<file path="src/rtl/i2c_slv_pkg.sv">
package i2c_slv_pkg;
  typedef enum logic [3:0] {
    ST_IDLE, ST_ADDR, ST_ADDR_ACK, ST_RX, ST_RX_HOLD, ST_RX_ACK,
    ST_TX_HOLD, ST_TX, ST_TX_ACK, ST_IGNORE
  } slv_state_e;

  typedef struct packed {
    logic rise;
    logic fall;
    logic start;
    logic stop;
    logic sda;
  } bus_ev_t;
endpackage

</file>
<file path="src/rtl/i2c_slv_sync.sv">
module i2c_slv_sync
  import i2c_slv_pkg::*;
#(
  parameter int STAGES = 2
) (
  input  logic    clk_i,
  input  logic    rst_ni,
  input  logic    scl_i,
  input  logic    sda_i,
  output bus_ev_t ev_o
);
  logic [STAGES-1:0] scl_sh, sda_sh;
  logic scl_q, sda_q;
  logic scl_s, sda_s;

  assign scl_s = scl_sh[STAGES-1];
  assign sda_s = sda_sh[STAGES-1];

  // idle bus reads high, so the chain resets to 1
  always_ff @(posedge clk_i or negedge rst_ni) begin
    if (!rst_ni) begin
      scl_sh <= '1;
      sda_sh <= '1;
      scl_q  <= 1'b1;
      sda_q  <= 1'b1;
    end else begin
      scl_sh[0] <= scl_i;
      sda_sh[0] <= sda_i;
      for (int k = 1; k < STAGES; k++) begin
        scl_sh[k] <= scl_sh[k-1];
        sda_sh[k] <= sda_sh[k-1];
      end
      scl_q <= scl_s;
      sda_q <= sda_s;
    end
  end

  assign ev_o.rise  = scl_s & ~scl_q;
  assign ev_o.fall  = ~scl_s & scl_q;
  assign ev_o.start = scl_s & scl_q & sda_q & ~sda_s;
  assign ev_o.stop  = scl_s & scl_q & ~sda_q & sda_s;
  assign ev_o.sda   = sda_s;
endmodule

</file>
<file path="src/rtl/i2c_slv_engine.sv">
module i2c_slv_engine
  import i2c_slv_pkg::*;
#(
  parameter int DATA_W = 8,
  localparam int ADDR_W = DATA_W - 1,
  localparam int CNT_W = $clog2(DATA_W + 1)
) (
  input  logic              clk_i,
  input  logic              rst_ni,
  input  bus_ev_t           ev_i,
  input  logic [ADDR_W-1:0] own_addr_i,
  output logic [DATA_W-1:0] rx_data_o,
  output logic              rx_valid_o,
  input  logic              rx_ready_i,
  input  logic [DATA_W-1:0] tx_data_i,
  input  logic              tx_valid_i,
  output logic              tx_ready_o,
  output logic              scl_low_o,
  output logic              sda_low_o
);
  localparam logic [CNT_W-1:0] LAST = CNT_W'(DATA_W);

  slv_state_e        st;
  logic [DATA_W-1:0] shreg;
  logic [CNT_W-1:0]  bit_cnt;
  logic              rw_q, nack_q;
  logic              byte_done, rx_free, fetch_pt, tx_take;

  assign byte_done = (bit_cnt == LAST);
  assign rx_free   = ~rx_valid_o | rx_ready_i;
  // points where the next transmit byte is due
  assign fetch_pt  = (ev_i.fall && ((st == ST_ADDR_ACK && rw_q) ||
                                    (st == ST_TX_ACK && !nack_q)))
                   || st == ST_TX_HOLD;
  assign tx_ready_o = fetch_pt;
  assign tx_take    = fetch_pt & tx_valid_i;

  always_ff @(posedge clk_i or negedge rst_ni) begin
    if (!rst_ni) begin
      st         <= ST_IDLE;
      shreg      <= '0;
      bit_cnt    <= '0;
      rw_q       <= 1'b0;
      nack_q     <= 1'b0;
      rx_data_o  <= '0;
      rx_valid_o <= 1'b0;
      scl_low_o  <= 1'b0;
      sda_low_o  <= 1'b0;
    end else begin
      if (rx_valid_o && rx_ready_i) rx_valid_o <= 1'b0;
      if (ev_i.start) begin
        st        <= ST_ADDR;
        bit_cnt   <= '0;
        scl_low_o <= 1'b0;
        sda_low_o <= 1'b0;
      end else if (ev_i.stop) begin
        st        <= ST_IDLE;
        scl_low_o <= 1'b0;
        sda_low_o <= 1'b0;
      end else if (tx_take) begin
        shreg     <= tx_data_i;
        sda_low_o <= ~tx_data_i[DATA_W-1];
        scl_low_o <= 1'b0;
        bit_cnt   <= '0;
        st        <= ST_TX;
      end else if (fetch_pt) begin
        scl_low_o <= 1'b1;
        sda_low_o <= 1'b0;
        st        <= ST_TX_HOLD;
      end else begin
        unique case (st)
          ST_ADDR, ST_RX: begin
            if (ev_i.rise && !byte_done) begin
              shreg   <= {shreg[DATA_W-2:0], ev_i.sda};
              bit_cnt <= bit_cnt + CNT_W'(1);
            end else if (ev_i.fall && byte_done) begin
              if (st == ST_ADDR) begin
                if (shreg[DATA_W-1:1] == own_addr_i) begin
                  sda_low_o <= 1'b1;
                  rw_q      <= shreg[0];
                  st        <= ST_ADDR_ACK;
                end else begin
                  st <= ST_IGNORE;
                end
              end else if (rx_free) begin
                rx_data_o  <= shreg;
                rx_valid_o <= 1'b1;
                sda_low_o  <= 1'b1;
                st         <= ST_RX_ACK;
              end else begin
                scl_low_o <= 1'b1;
                st        <= ST_RX_HOLD;
              end
            end
          end
          ST_RX_HOLD: if (rx_free) begin
            rx_data_o  <= shreg;
            rx_valid_o <= 1'b1;
            sda_low_o  <= 1'b1;
            scl_low_o  <= 1'b0;
            st         <= ST_RX_ACK;
          end
          ST_ADDR_ACK, ST_RX_ACK: if (ev_i.fall) begin
            sda_low_o <= 1'b0;
            bit_cnt   <= '0;
            st        <= ST_RX;
          end
          ST_TX: begin
            if (ev_i.rise) begin
              bit_cnt <= bit_cnt + CNT_W'(1);
            end else if (ev_i.fall) begin
              if (byte_done) begin
                sda_low_o <= 1'b0;
                st        <= ST_TX_ACK;
              end else begin
                shreg     <= {shreg[DATA_W-2:0], 1'b0};
                sda_low_o <= ~shreg[DATA_W-2];
              end
            end
          end
          ST_TX_ACK: begin
            if (ev_i.rise) nack_q <= ev_i.sda;
            else if (ev_i.fall && nack_q) st <= ST_IGNORE;
          end
          default: ;
        endcase
      end
    end
  end
endmodule

</file>
<file path="src/rtl/i2c_slv_port.sv">
module i2c_slv_port #(
  parameter int DATA_W      = 8,
  parameter int SYNC_STAGES = 2,
  localparam int ADDR_W = DATA_W - 1
) (
  input  logic              clk_i,
  input  logic              rst_ni,
  input  logic              scl_i,
  input  logic              sda_i,
  output logic              scl_low_o,
  output logic              sda_low_o,
  input  logic [ADDR_W-1:0] own_addr_i,
  output logic [DATA_W-1:0] rx_data_o,
  output logic              rx_valid_o,
  input  logic              rx_ready_i,
  input  logic [DATA_W-1:0] tx_data_i,
  input  logic              tx_valid_i,
  output logic              tx_ready_o
);
  i2c_slv_pkg::bus_ev_t ev;

  i2c_slv_sync #(.STAGES(SYNC_STAGES)) u_sync (
    .clk_i (clk_i),
    .rst_ni(rst_ni),
    .scl_i (scl_i),
    .sda_i (sda_i),
    .ev_o  (ev)
  );

  i2c_slv_engine #(.DATA_W(DATA_W)) u_engine (
    .clk_i     (clk_i),
    .rst_ni    (rst_ni),
    .ev_i      (ev),
    .own_addr_i(own_addr_i),
    .rx_data_o (rx_data_o),
    .rx_valid_o(rx_valid_o),
    .rx_ready_i(rx_ready_i),
    .tx_data_i (tx_data_i),
    .tx_valid_i(tx_valid_i),
    .tx_ready_o(tx_ready_o),
    .scl_low_o (scl_low_o),
    .sda_low_o (sda_low_o)
  );
endmodule

</file>
<file path="config.mk">
export PLATFORM = sky130hd
export DESIGN_NAME = i2c_slv_port
export DESIGN_NICKNAME = d
export VERILOG_FILES = /design/src/rtl/i2c_slv_pkg.sv /design/src/rtl/i2c_slv_sync.sv /design/src/rtl/i2c_slv_engine.sv /design/src/rtl/i2c_slv_port.sv
export SDC_FILE = /design/constraint.sdc
export NUM_CORES = 1
export LEC_CHECK = 0
export BUFFER_PORTS_ARGS = -buffer_cell sky130_fd_sc_hd__buf_4
export CAP_MARGIN = 40
export CORE_MARGIN = 5
export CORE_UTILIZATION = 57
export CTS_CLUSTER_SIZE = 10
export DETAILED_ROUTE_END_ITERATION = 12
export HOLD_SLACK_MARGIN = 0.06
export MAX_ROUTING_LAYER = met4
export PLACE_DENSITY = 0.76
export SETUP_SLACK_MARGIN = 0.05
export SYNTH_ARGS = -nofsm -noshare
export SYNTH_HDL_FRONTEND = slang
export SYNTH_HIERARCHICAL = 1
export SYNTH_SLANG_ARGS = --single-unit
</file>
<file path="constraint.sdc">
create_clock -name clk_i -period 2.75 [get_ports clk_i]
set_input_delay 0.825 -clock clk_i [delete_from_list [all_inputs] [get_ports clk_i]]
set_output_delay 0.825 -clock clk_i [all_outputs]
set_load 0.05 [all_outputs]
</file>
==> qor.txt, run 1 <==
1st-iter DRT viols - 216
Main synth FF type - dfrtp_1
Post-layout util - 0.698
Pwr Total - 3.10 mW
Period minus WS final - 2680 ps
Post-Synth Adder-Cell Area - 0.0107
Global route overflow - 0
Met1 Use GR - 0.310
Post-synthesis mux area share - 0.154
Vias per cell - 6.21
Worst R2R Start - u_sync/scl_q
Area delta synth->final - 19.1%
Total GRT Usage - 0.238
FILL cells - 304
CTS tree - built
Post CTS Setup Buffer Count - 0
Clock sink total - 35
Placement Rows - 23
Layout cells sized above 1 - 0.364
Seq pwr share - 0.303
ANT nets after route - 0
Root Buffer - clkbuf_8
Mapped Cells - 222
Reg-to-reg endpoint - u_engine/st[1]
Chip width - 74.2 um
Post-synthesis average cell area - 10.6 um2
Detailed Routing Iterations Pass 1 - 4
CTS Hold Bufs - 0
Hold Crit Class - register to register
FMAX - 374 MHz
Initial antenna violation count - 0
Final routed DRC violation total - 0
Final hold vios - 0
Starting density of the core - 0.586
Worst hold slack - 360 ps
H-tree depth - 2
Worst-Margin Slew - 666 ps
Io pins - 33
Met3 Use GR - 0.0432
Clk pwr share - 0.155
DP Cell Count - 303
Netlist cell types - 65
Post-Synth Simple-Gate Area - 0.206
Combinational cell fraction of total power - 0.542
GRT busiest layer - met2
Sequential-to-total area share from yosys stat - 0.377
Hold path cells - 0
Hpwl dp - 4050 um
Final period util - 0.973
Slew Limit Fails - 0
Net Sw Power - 1.32 mW
Post-synthesis async set-or-reset flop share - 1.00
Clk buf depth - 2
GR Layer Usage met2 - 0.370
Status - completed
RSZ-0062 raised after global routing - yes
Max_cap viols - 0
Cell Area, Synth - 2350 um2
Placer Congestion - 0.889
Synthesis Warnings - 6
Clock latency on the worst-skew pair - 290 ps
Compound-gate portion of the synthesized area - 0.167
R2R cell count - 7
Most common cell after layout, fill and taps aside - buf_4
Maximum VDD drop - 0.713 mV
Flop2flop setup slack - 210 ps
Switching part of the total - 0.425
Pint - 1.79 mW
Xor and xnor area share after synthesis - 0.0299
Main combinational cell family by area after synthesis - simple AND/OR/NAND/NOR gates
Vias in the first global route - 1977
Cell Pwr Density - 1110 nW/um2
PortBufs - 32
CP required - 1930 ps
TNS Setup - 0 ps
Largest net degree at the start of global routing - 36
Synthesized Nets - 245
Clock-pin slew on the worst setup and hold paths - 70 ps
Clk_skew - 5.85 ps
WHS Endpoint - u_sync/scl_sh[1]
Cts bufs inserted - 5
Ant diodes - 0
Die area - 5500 um2
Max-slew headroom - 0.549
Setup violators final - 0
Final std cells w/o fill - 311
First-pass GRT wire length - 9660 um
Crit-path max FO - 4
Most frequent cells in the layout - 44 x buf_4, 29 x dfrtp_1, 16 x mux2_2
WP data arrival - 1850 ps
Wire length per cell - 18.2 um
Core region area - 4000 um2
Post-synth EDFFs - 0
Total leakage power - 1.19 nW
Crit path kind - register to output port
Register bit total from synthesis - 35
Startpoint Class - register
Worst hold start - u_sync/scl_sh[0]
Crit path capture type - output port
Final #Nets - 283
Die H - 74.2 um
Via Count - 1932
Final wirelength - 5650 um
registers in the layout (all words and copies together) (netlist names):
| signal | count |
|---|---|
| u_engine/bit_cnt | 4 |
| u_engine/nack_q | 1 |
| u_engine/rw_q | 1 |
| u_engine/rx_data_o | 8 |
| u_engine/rx_valid_o | 1 |
| u_engine/scl_low_o | 1 |
| u_engine/sda_low_o | 1 |
| u_engine/shreg | 8 |
| u_engine/st | 4 |
| u_sync/scl_q | 1 |
| u_sync/scl_sh | 2 |
| u_sync/sda_q | 1 |
| u_sync/sda_sh | 2 |
Yosys cell counts, types with 2 or more instances:
| cell type | number | area (um2) |
|---|---|---|
| ha_1 | 2 | 25.0 |
| and4b_1 | 5 | 50.1 |
| mux2_4 | 7 | 105 |
| o31a_1 | 4 | 35.0 |
| nor3b_1 | 3 | 22.5 |
| o41ai_1 | 2 | 17.5 |
| a31oi_1 | 4 | 25.0 |
| xor2_1 | 7 | 61.3 |
| buf_2 | 6 | 30.0 |
| inv_1 | 8 | 30.0 |
| nand3_1 | 7 | 35.0 |
| o22a_1 | 2 | 17.5 |
| nand2b_1 | 7 | 43.8 |
| a21oi_2 | 2 | 17.5 |
| buf_6 | 3 | 33.8 |
| mux2_1 | 4 | 45.0 |
| nor2b_1 | 4 | 25.0 |
| mux2_2 | 16 | 180 |
| or3_1 | 2 | 12.5 |
| nand3b_1 | 4 | 30.0 |
| dfstp_2 | 6 | 158 |
| buf_4 | 4 | 30.0 |
| nand4b_1 | 2 | 17.5 |
| or3b_1 | 2 | 17.5 |
| o311ai_0 | 2 | 17.5 |
| nand2_1 | 10 | 37.5 |
| o31ai_1 | 2 | 15.0 |
| a21oi_1 | 8 | 40.0 |
| nor4b_1 | 2 | 17.5 |
| nor3_1 | 5 | 25.0 |
| mux2i_1 | 3 | 30.0 |
| o21ai_0 | 5 | 25.0 |
| nor4_1 | 2 | 12.5 |
| nor2_1 | 11 | 41.3 |
| dfrtp_1 | 29 | 726 |
critical path, cell delays in order, from the launching register on:
cell     delay, ps
dfstp_2        550
nor2b_4        140
or3b_4         420
o32ai_4        260
buf_6          200
cells by family (layout without fill, tap and decap cells):
group,count (synthesis),in the layout
AOI/OAI and AO/OA,48,48
xor gates and xnor gates,8,8
adders and majority gates,2,2
buffers and inverters,23,62
DFF,35,35
muxes,30,30
and+or+nand+nor,76,76
metal layers:
metal  wire, um  vias up
met3        318       11
met4        101        0
met1       2520      937
met5          0        -
met2       2710       70
li1           -      914
cell type report:
| type | instances | area (um2) | area share |
|---|---|---|---|
| clock buffer | 6 | 82.6 | 0.0296 |
| clock inverter | 2 | 35.0 | 0.0125 |
| inverter | 8 | 30.0 | 0.0107 |
| multi-input combinational | 164 | 1340 | 0.479 |
| sequential | 35 | 883 | 0.316 |
| tap | 50 | 62.6 | 0.0224 |
| timing repair buffer | 46 | 362 | 0.129 |
how the worst max path moves through the flow:
stage / slack (ps) / depth (start not counted) / endpoint / startpoint
3_5_place_dp: 250 / 7 / u_engine/st[1] / u_sync/scl_q
2_1_floorplan: 370 / 6 / u_engine/shreg[4] / u_sync/scl_q
3_3_place_gp: 280 / 7 / u_engine/st[1] / u_sync/scl_q
6_report: 70 / 4 / tx_ready_o / u_sync/scl_q
4_1_cts: 50 / 4 / tx_ready_o / u_sync/scl_q
5_1_grt: 9 / 4 / tx_ready_o / u_sync/scl_q
power by group through the flow:
| stage | registers [mW] | logic, mW | clock network (mW) |
|---|---|---|---|
| after CTS | 0.937 | 1.68 | 0.494 |
| after floorplan | 1.12 | 1.06 | 0 |
| after global routing | 0.972 | 1.81 | 0.510 |
| after detailed placement | 0.940 | 1.66 | 0 |
| final | 0.942 | 1.68 | 0.481 |
| after global placement | 0.943 | 1.63 | 0 |
repair_timing:
item	in CTS	in global routing
endpoints found under the setup margin	1	1
resized for setup	2	1
endpoints found under the hold margin	0	0
per-stage QoR:
step                      setup WS (ps)  area, um2
after floorplan                     367       2350
after global placement              283       2670
after detailed placement            250       2670
after CTS                          52.4       2790
after global routing               8.78       2790
final                              73.2       2790
Note: power is estimated with default switching activity, not from simulation.
==> inputs of run 2 (changes only) <==
--- a/config.mk
+++ b/config.mk
@@ -5,16 +5,17 @@
 export SDC_FILE = /design/constraint.sdc
 export NUM_CORES = 1
 export LEC_CHECK = 0
-export BUFFER_PORTS_ARGS = -buffer_cell sky130_fd_sc_hd__buf_4
+export BUFFER_PORTS_ARGS = -buffer_cell sky130_fd_sc_hd__buf_2
 export CAP_MARGIN = 40
 export CORE_MARGIN = 5
-export CORE_UTILIZATION = 57
+export CORE_UTILIZATION = 55
 export CTS_CLUSTER_SIZE = 10
 export DETAILED_ROUTE_END_ITERATION = 12
 export HOLD_SLACK_MARGIN = 0.06
 export MAX_ROUTING_LAYER = met4
-export PLACE_DENSITY = 0.76
+export PLACE_DENSITY = 0.74
 export SETUP_SLACK_MARGIN = 0.05
+export SLEW_MARGIN = 5
 export SYNTH_ARGS = -nofsm -noshare
 export SYNTH_HDL_FRONTEND = slang
 export SYNTH_HIERARCHICAL = 1
==> run 2 against run 1 <==
Register-to-register slack got worse by 40 ps. Combinational power fell by 3%. Count of clock-buffer cells in the layout rose by 1. Global-route usage fell by 1.5 points.
==> qor.txt, run 2 (same netlist as run 1, synthesis figures left out) <==
Placement Rows - 23
Largest regs - u_engine/rx_data_o (8), u_engine/shreg (8)
Period minus WS final - 2680 ps
Most common cell after layout, fill and taps aside - buf_2
CTS Hold Bufs - 0
ANT nets after route - 0
Die H - 75.3 um
Status - completed
Hold path cells - 0
CTS tree - built
Vias in the first global route - 1865
Hpwl dp - 4070 um
Final #Nets - 283
1st-iter DRT viols - 248
Hold Crit Class - register to register
H-tree depth - 2
Cts bufs inserted - 5
Crit path kind - register to output port
Clock latency on the worst-skew pair - 290 ps
Maximum VDD drop - 0.778 mV
Core region area - 4060 um2
Via Count - 1885
Flop2flop setup slack - 170 ps
Most frequent cells in the layout - 31 x buf_2, 29 x dfrtp_1, 16 x mux2_2
Area delta synth->final - 13.7%
Slew Limit Fails - 0
Io pins - 33
CP required - 1930 ps
Clock sink total - 35
Crit path capture type - output port
Clock-pin slew on the worst setup and hold paths - 70 ps
CP Launch Point - u_sync/scl_q
First-pass GRT wire length - 9170 um
Layout cells sized above 1 - 0.356
Global route overflow - 0
DP Area - 2570 um2
Vias per cell - 6.06
Final routed DRC violation total - 0
Final period util - 0.975
RSZ-0062 raised after global routing - yes
Clk_skew - 4.02 ps
WP data arrival - 1850 ps
Detailed Routing Iterations Pass 1 - 4
Post-route cell area - 2670 um2
FMAX - 373 MHz
Place WS - 206 ps
GRT busiest layer - met2
Post CTS Setup Buffer Count - 0
Pwr Total - 2.88 mW
TNS Setup - 0 ps
Worst hold slack - 351 ps
GR Layer Usage met2 - 0.324
Wire length per cell - 17.4 um
Largest net degree at the start of global routing - 36
DP Cell Count - 303
Initial antenna violation count - 0
Total GRT Usage - 0.223
Final wirelength - 5430 um
Final hold vios - 0
Starting density of the core - 0.578
Root Buffer - clkbuf_8
Chip width - 75.3 um
Met1 Use GR - 0.313
Die area - 5670 um2
Max_cap viols - 0
Clk buf depth - 2
R2R cell count - 8
PortBufs - 32
Max-slew headroom - 0.491
Met3 Use GR - 0.0501
Ant diodes - 0
Critical path endpoint - tx_ready_o
Startpoint Class - register
Placer Congestion - 0.892
Total leakage power - 1.14 nW
Post-layout util - 0.657
Final std cells w/o fill - 311
Worst R2R Start - u_sync/scl_sh[1]
Reg-to-reg endpoint - u_engine/rx_data_o[3]
Cell Pwr Density - 1080 nW/um2
Setup violators final - 0
Crit-path max FO - 4
Final setup margin - 70.0 ps
Worst-Margin Slew - 764 ps
==> run 2: worst min-delay path by stage <==
| stage | end | slack (ps) | startpoint |
|---|---|---|---|
| 3_5_place_dp | u_sync/scl_sh[1] | 350 | u_sync/scl_sh[0] |
| 4_1_cts | u_sync/scl_sh[1] | 350 | u_sync/scl_sh[0] |
| 6_report | u_sync/scl_sh[1] | 350 | u_sync/scl_sh[0] |
| 3_3_place_gp | u_sync/sda_sh[1] | 350 | u_sync/sda_sh[0] |
| 5_1_grt | u_sync/scl_sh[1] | 350 | u_sync/scl_sh[0] |
| 2_1_floorplan | u_sync/scl_sh[1] | 350 | u_sync/scl_sh[0] |
==> run 2: area by class of cell <==
class / count / area [um2]
well taps: 50 / 62.6
flip-flops and latches: 35 / 883
fillers: 325 / 1390
inverters: 8 / 30.0
clock inverters: 1 / 5.00
multi-input cells: 164 / 1340
clock buffers: 7 / 76.3
repair buffers: 46 / 272
==> run 2: worst max-delay path, stage by stage, from the launching register on <==
cell	delay, ps
dfstp_2	550
nor2b_4	160
or3b_4	420
o32ai_4	240
buf_6	200
==> run 2: repair_timing <==
action / in CTS / in global routing
endpoints found under the hold margin: 0 / 0
setup endpoints to repair: 1 / 1
gates cloned: 0 / 0
gates resized for setup: 3 / 1
==> run 2: power by group <==
part,total [mW],switching (mW),internal (mW),leakage (nW)
sequential,0.903,0.187,0.716,0.407
clock,0.350,0.173,0.177,0.0422
combinational,1.63,0.913,0.718,0.694
total,2.88,1.27,1.61,1.14
==> run 2: metal layers <==
layer	up-vias	wire, um
met5	-	0
met4	0	57
met3	6	353
met2	66	2560
met1	901	2460
li1	912	-
